$ cat src/rtl/calreg_pkg.sv
package calreg_pkg;
    localparam int CAL_W  = 24;
    localparam int DATA_W = 16;
    localparam int TEST_W = 8;
    localparam int DFLT_W = 8;

    localparam logic [2:0] SEL_DATA = 3'b011;
    localparam logic [2:0] SEL_TEST = 3'b100;
    localparam logic [2:0] SEL_ZS   = 3'b110;
    localparam logic [2:0] SEL_FS   = 3'b111;

    typedef enum logic [1:0] {ST_IDLE, ST_WRITE, ST_DRAIN, ST_READ} port_st_t;

    // number of serial bits a frame to this code must carry
    function automatic int unsigned frame_len(input logic [2:0] code);
        unique case (code)
            SEL_ZS, SEL_FS: frame_len = CAL_W;
            SEL_DATA:       frame_len = DATA_W;
            SEL_TEST:       frame_len = TEST_W;
            default:        frame_len = DFLT_W;
        endcase
    endfunction
endpackage

$ cat src/rtl/calreg_fsm.sv
module calreg_fsm
    import calreg_pkg::*;
#(
    parameter int CW  = 6,
    parameter int CHW = 1
) (
    input  logic           clk,
    input  logic           rst_n,
    input  logic           frame_start,
    input  logic           rd_nwr,
    input  logic [2:0]     sel,
    input  logic [CHW-1:0] chan,
    input  logic           bit_valid,
    input  logic           frame_end,
    output port_st_t       state,
    output logic [2:0]     sel_q,
    output logic [CHW-1:0] chan_q,
    output logic           snap,
    output logic           shift_en,
    output logic           commit
);
    localparam logic [CW-1:0] DRAIN_LAST = CW'(DATA_W - 1);

    port_st_t      state_d;
    logic [CW-1:0] cnt, cnt_d;

    // state register
    always_ff @(posedge clk or negedge rst_n) begin
        if (!rst_n) begin
            state  <= ST_IDLE;
            cnt    <= '0;
            sel_q  <= '0;
            chan_q <= '0;
        end else begin
            state <= state_d;
            cnt   <= cnt_d;
            if (snap) begin
                sel_q  <= sel;
                chan_q <= chan;
            end
        end
    end

    // transitions and strobes
    always_comb begin
        state_d  = state;
        cnt_d    = cnt;
        snap     = 1'b0;
        shift_en = 1'b0;
        commit   = 1'b0;
        unique case (state)
            ST_IDLE: begin
                if (frame_start) begin
                    snap  = 1'b1;
                    cnt_d = '0;
                    if (rd_nwr)                state_d = ST_READ;
                    else if (sel == SEL_DATA)  state_d = ST_DRAIN;
                    else                       state_d = ST_WRITE;
                end
            end
            ST_WRITE: begin
                if (frame_end) begin
                    commit  = (cnt == CW'(frame_len(sel_q)));
                    state_d = ST_IDLE;
                end else if (bit_valid) begin
                    shift_en = 1'b1;
                    if (cnt != '1) cnt_d = cnt + 1'b1;
                end
            end
            ST_DRAIN: begin
                if (bit_valid) begin
                    if (cnt == DRAIN_LAST) state_d = ST_IDLE;
                    else                   cnt_d   = cnt + 1'b1;
                end
            end
            ST_READ: begin
                if (frame_end)      state_d  = ST_IDLE;
                else if (bit_valid) shift_en = 1'b1;
            end
        endcase
    end
endmodule

$ cat src/rtl/calreg_shift.sv
module calreg_shift #(
    parameter int W = 24
) (
    input  logic         clk,
    input  logic         rst_n,
    input  logic         load,
    input  logic [W-1:0] load_val,
    input  logic         shift_en,
    input  logic         shift_in,
    output logic [W-1:0] sreg
);
    always_ff @(posedge clk or negedge rst_n) begin
        if (!rst_n)        sreg <= '0;
        else if (load)     sreg <= load_val;
        else if (shift_en) sreg <= {sreg[W-2:0], shift_in};
    end
endmodule

$ cat src/rtl/calreg_store.sv
module calreg_store
    import calreg_pkg::*;
#(
    parameter int                NCH    = 2,
    parameter int                CHW    = 1,
    parameter logic [CAL_W-1:0]  ZS_RST = 24'h1F4000,
    parameter logic [CAL_W-1:0]  FS_RST = 24'h5761AB
) (
    input  logic              clk,
    input  logic              rst_n,
    input  logic              commit,
    input  logic [2:0]        wsel,
    input  logic [CHW-1:0]    wchan,
    input  logic [CAL_W-1:0]  wdata,
    input  logic              lock,
    input  logic              conv_load,
    input  logic [DATA_W-1:0] conv_data,
    input  logic [2:0]        rsel,
    input  logic [CHW-1:0]    rchan,
    input  logic [CHW-1:0]    act_chan,
    output logic [CAL_W-1:0]  rd_val,
    output logic [CAL_W-1:0]  zs_out,
    output logic [CAL_W-1:0]  fs_out
);
    logic [CAL_W-1:0]  zs_r [NCH];
    logic [CAL_W-1:0]  fs_r [NCH];
    logic [TEST_W-1:0] test_r;
    logic [DATA_W-1:0] data_r;

    always_ff @(posedge clk or negedge rst_n) begin
        if (!rst_n) begin
            for (int c = 0; c < NCH; c++) begin
                zs_r[c] <= ZS_RST;
                fs_r[c] <= FS_RST;
            end
            test_r <= '0;
            data_r <= '0;
        end else begin
            for (int c = 0; c < NCH; c++) begin
                if (commit && !lock && wchan == CHW'(c)) begin
                    if (wsel == SEL_ZS) zs_r[c] <= wdata;
                    if (wsel == SEL_FS) fs_r[c] <= wdata;
                end
            end
            if (commit && wsel == SEL_TEST) test_r <= wdata[TEST_W-1:0];
            if (conv_load) data_r <= conv_data;
        end
    end

    // read value, left aligned so the MSB leaves first
    always_comb begin
        unique case (rsel)
            SEL_ZS:   rd_val = (int'(rchan) < NCH) ? zs_r[rchan] : '0;
            SEL_FS:   rd_val = (int'(rchan) < NCH) ? fs_r[rchan] : '0;
            SEL_DATA: rd_val = {data_r, {(CAL_W-DATA_W){1'b0}}};
            SEL_TEST: rd_val = {test_r, {(CAL_W-TEST_W){1'b0}}};
            default:  rd_val = '0;
        endcase
    end

    assign zs_out = (int'(act_chan) < NCH) ? zs_r[act_chan] : '0;
    assign fs_out = (int'(act_chan) < NCH) ? fs_r[act_chan] : '0;
endmodule

$ cat src/rtl/calreg_bank.sv
module calreg_bank
    import calreg_pkg::*;
#(
    parameter int               NCH    = 2,
    parameter logic [CAL_W-1:0] ZS_RST = 24'h1F4000,
    parameter logic [CAL_W-1:0] FS_RST = 24'h5761AB,
    localparam int              CHW    = (NCH > 1) ? $clog2(NCH) : 1,
    localparam int              CW     = $clog2(CAL_W) + 1
) (
    input  logic              clk,
    input  logic              rst_n,
    input  logic              frame_start,
    input  logic              rd_nwr,
    input  logic [2:0]        reg_sel,
    input  logic [CHW-1:0]    chan,
    input  logic              bit_valid,
    input  logic              bit_in,
    input  logic              frame_end,
    output logic              bit_out,
    input  logic              conv_load,
    input  logic [DATA_W-1:0] conv_data,
    input  logic              freeze,
    input  logic              cal_busy,
    output logic [CAL_W-1:0]  zs_coef,
    output logic [CAL_W-1:0]  fs_coef,
    output logic              coef_valid
);
    port_st_t         state;
    logic [2:0]       sel_q;
    logic [CHW-1:0]   chan_q;
    logic             snap, shift_en, commit;
    logic [CAL_W-1:0] sreg, rd_val;

    calreg_fsm #(.CW(CW), .CHW(CHW)) u_fsm (
        .clk(clk), .rst_n(rst_n), .frame_start(frame_start), .rd_nwr(rd_nwr),
        .sel(reg_sel), .chan(chan), .bit_valid(bit_valid), .frame_end(frame_end),
        .state(state), .sel_q(sel_q), .chan_q(chan_q), .snap(snap),
        .shift_en(shift_en), .commit(commit)
    );

    calreg_shift #(.W(CAL_W)) u_shift (
        .clk(clk), .rst_n(rst_n), .load(snap), .load_val(rd_val),
        .shift_en(shift_en), .shift_in((state == ST_READ) ? 1'b0 : bit_in),
        .sreg(sreg)
    );

    calreg_store #(.NCH(NCH), .CHW(CHW), .ZS_RST(ZS_RST), .FS_RST(FS_RST)) u_store (
        .clk(clk), .rst_n(rst_n), .commit(commit), .wsel(sel_q), .wchan(chan_q),
        .wdata(sreg), .lock(freeze | cal_busy), .conv_load(conv_load),
        .conv_data(conv_data), .rsel(reg_sel), .rchan(chan), .act_chan(chan),
        .rd_val(rd_val), .zs_out(zs_coef), .fs_out(fs_coef)
    );

    assign bit_out = (state == ST_READ) & sreg[CAL_W-1];

    always_ff @(posedge clk or negedge rst_n) begin
        if (!rst_n) coef_valid <= 1'b0;
        else        coef_valid <= !freeze;
    end
endmodule

$ cat config.mk
export PLATFORM = sky130hd
export DESIGN_NAME = calreg_bank
export DESIGN_NICKNAME = d
export VERILOG_FILES = /design/src/rtl/calreg_pkg.sv /design/src/rtl/calreg_fsm.sv /design/src/rtl/calreg_shift.sv /design/src/rtl/calreg_store.sv /design/src/rtl/calreg_bank.sv
export SDC_FILE = /design/constraint.sdc
export NUM_CORES = 1
export LEC_CHECK = 0
export BUFFER_PORTS_ARGS = -buffer_cell sky130_fd_sc_hd__buf_4
export CAP_MARGIN = 20
export CELL_PAD_IN_SITES_DETAIL_PLACEMENT = 0
export CELL_PAD_IN_SITES_GLOBAL_PLACEMENT = 1
export CORE_AREA = 2 2 131 165
export CTS_BUF_LIST = sky130_fd_sc_hd__clkbuf_4 sky130_fd_sc_hd__clkbuf_8
export CTS_CLUSTER_DIAMETER = 50
export DETAILED_ROUTE_END_ITERATION = 16
export DIE_AREA = 0 0 133 167
export PLACE_DENSITY = 0.71
export SYNTH_ARGS = -nofsm -noshare
export SYNTH_HDL_FRONTEND = slang
export SYNTH_HIERARCHICAL = 1
export SYNTH_SLANG_ARGS = --single-unit
$ cat constraint.sdc
create_clock -name clk -period 3.75 [get_ports clk]
set_input_delay 0 -clock clk [delete_from_list [all_inputs] [get_ports clk]]
set_output_delay 0 -clock clk [all_outputs]
set_load 0.03 [all_outputs]
==> impl_metrics.csv <==
group,metric,value,unit
clock_tree,ctsLongestPathBuffers,2,
global_route,grt_max_degree,93,
sta,slew_violations,0,
synth,synthTopCellsByArea,"dfrtp_1 37%, mux2_2 22%, dfstp_2 12%, mux2i_1 9.2%, mux2_4 3.7%",
routing,drtAntennaViolNets,0,
die,die_h,167,um
clock_tree,cts_tree,"built",
clock_tree,clkTransAtPathRegs,0.08,ns
synth,synth.ff_latch_count,157,
worst_hold_path,min_path_type,"input pin to flop",
pwr,irDropWorstVdd,0.241,mV
cells_and_area,fin_nets,752,
synth,synth_cell_type_count,51,
routing,num_vias,5253,
setup_path,crit_family,"simple AND/OR/NAND/NOR gates",
synth,synth_top_area_share,36.8,%
routing,dr.pass1.iters,6,
setup_path,crit_path_top_delay_cell,"nor2_2",
global_route,globalRouteMet2Util,30.6,%
cells_and_area,num_antenna_cells,0,
synth,yosysMostFrequentCell,"mux2_2",
sta,setup-tns-final,0,ns
synth,async_reset_ff_share,100,%
die,dieArea,0.0222,sq mm
clock_tree,cts_resized,0,
setup_path,worstPathCellList,"nor3b_1 -> a21oi_1 -> o22a_1 -> nor2_1 -> nand4b_1 -> nor2_2 -> buf_12 -> mux2_2",
setup_path,critPathLaunchType,"flop",
routing,drc,0,
sta,hold_viol,0,
cells_and_area,stdcell_area,0.00961,sq mm
setup_path,slowest_delay,0.49,ns
pwr,power,4030,uW
placement,place_hpwl,12.6,mm
clock_tree,holdBufCountCts,27,
sta,timing.slew.headroom,43.8,%
synth,synth.yosys.seq_area_share,49.1,%
sta,holdWs,0.0769,ns
pwr,power.density,420,mW/mm^2
sta,fin_crit_sh,67.1,%
sta,fmax,397,MHz
clock_tree,clkLatencyLatePin,0.46,ns
global_route,grt_most_used_layer,"met2",
cells_and_area,syn2layout_area_growth,18.7,%
sta,rsz0062_at_grt,"no",
setup_path,crit_required,4.09,ns
synth,synth_warnings,6,
sta,final-setup-viol-count,0,
sta,worstMarginPinSlew,0.843,ns
pwr,leakage,0.00446,uW
die,core.rowCount,59,
routing,wl_per_cell,18.7,um
clock_tree,cts_buffers,17,
synth,synth-edff-count,0,
sta,fin_worst_skew,0.00847,ns
synth,synthesis.area,0.00809,sq mm
clock_tree,cts_sinks,157,
sta,post-route-min-period,2.52,ns
cells_and_area,fill_cells,1897,
job,cap_viol_max_count,0,
global_route,grt_antenna_before_repair,0,
setup_path,worst-path-buf-inv,1,
global_route,grt_pass1_vias,5619,
outcome,status,"completed",
global_route,grt_use_met3,3.90,%
routing,drt_iter0_drc,294,
global_route,use_met1,22.4,%
clock_tree,htreeDepth,4,
placement,port_buffers,79,
synth,avgSynthCellArea,13.2,sq um
placement,postPlaceCellArea,0.00890,sq mm
die,ios,80,
clock_tree,cts_root_buf,"clkbuf_8",
placement,dp_slack,1.27,ns
setup_path,crit_path_end_kind,"flop",
synth,synth_top_area_cell,"dfrtp_1",
setup_path,worstSetupPathType,"flop to flop",
setup_path,worst-path-max-fanout,17,
placement,gp_congestion,0.747,
global_route,track_usage,17.8,%
routing,avgViaCountPerCell,5.24,
synth,synth_top_flop_cell,"dfrtp_1",
clock_tree,postCtsSetupRepairBufs,0,
synth,mappedNetlistNets,651,
synth,yosys-top-cells-count,"157 x mux2_2, 119 x dfrtp_1, 74 x mux2i_1, 38 x dfstp_2, 36 x nand2_1",
global_route,grt-ovfl-total,0,
global_route,grt_pass1_wl,30.9,mm
setup_path,critPathArrivalTime,2.86,ns
die,initial_core_util,39.3,%
die,die_x,133,um
die,core-area,0.0206,sq mm
synth,synth_cells,614,
routing,wirelength,18.7,mm
cells_and_area,drive_gt1_share,47.9,%
sta,setup_ws,1.23,ns
layer usage:
| metal | part of all wire [%] | vias to the layer above | wire [um] |
|---|---|---|---|
| li1 | - | 2457 | - |
| met1 | 44 | 2696 | 8290 |
| met2 | 51 | 83 | 9620 |
| met3 | 2.8 | 17 | 533 |
| met4 | 1.6 | 0 | 300 |
| met5 | 0 | - | 0 |
tightest hold or removal path: stages:
cell and delay [ns]:
buf_4 0.11, nand2_1 0.19, mux2_2 0.19
layout by cell type, fill, tap and decap left out, drive strengths merged, types with 4 or more instances in the layout:
cell type    count
dlygate4sd3     28
nand3            5
buf             90
o22ai           23
clkbuf          22
dfrtp          119
nor2            10
inv             10
dfstp           38
ha               7
nand2b           4
nand2           36
mux2           180
o21ai           33
mux2i           74
a221o            7
final timing paths:
| path | startpoint | endpoint | slack [ns] | cells after the start |
|---|---|---|---|---|
| max in group asynchronous | rst_n | u_store/zs_r[20] | 2.54 | 3 |
| setup reg to reg | u_fsm/cnt[3] | u_store/zs_r[3] | 1.23 | 8 |
| hold reg to reg | u_store/data_r[7] | u_store/data_r[7] | 0.51 | 1 |
| hold / removal | frame_start | u_fsm/chan_q | 0.08 | 3 |
| min in group asynchronous | rst_n | u_store/fs_r[26] | 0.19 | 2 |
| setup / recovery | u_fsm/cnt[3] | u_store/zs_r[3] | 1.23 | 8 |
cell type report:
cell class / instances / area [sq um] / share of cell area, %
Multi-Input combinational cell: 412 / 3850 / 40.0
Timing Repair Buffer: 118 / 985 / 10.2
Clock inverter: 10 / 136 / 1.42
Tap cell: 274 / 343 / 3.57
Clock buffer: 22 / 290 / 3.02
Sequential cell: 157 / 3980 / 41.4
Inverter: 9 / 33.8 / 0.352
report_power, final:
group	internal (uW)	switching (uW)	leakage, uW
logic	305	381	0.00225
registers	1820	179	0.00200
clock network	725	628	0.000212
total	2850	1190	0.00446
state kept, by name, summed over array words and instances (netlist names):
| register | cells |
|---|---|
| u_store/fs_r | 48 |
| u_store/data_r | 16 |
| u_fsm/sel_q | 3 |
| u_fsm/state | 2 |
| coef_valid | 1 |
| u_store/zs_r | 48 |
| u_store/test_r | 8 |
| u_fsm/cnt | 6 |
| u_shift/sreg | 24 |
| u_fsm/chan_q | 1 |
logic make-up (layout without fill, tap and decap cells):
| logic type | count (synthesis) | count (layout) | synth area share [%] |
|---|---|---|---|
| multiplexers | 254 | 254 | 35.1 |
| flip-flops | 157 | 157 | 49.1 |
| AO/OA/AOI/OAI | 76 | 76 | 6.15 |
| AND/OR/NAND/NOR | 75 | 75 | 5.07 |
| buffers and inverters | 45 | 159 | 3.45 |
| adder cells (fa/ha/maj) | 7 | 7 | 1.08 |
metrics by stage:
stage / util (%) / instances
floorplan: - / 614
global placement: 43.2 / 942
detailed placement: 43.2 / 942
CTS: 46.6 / 1001
global route: 46.7 / 1002
finish: 46.7 / 1002
Note: power is estimated with default switching activity, not from simulation.
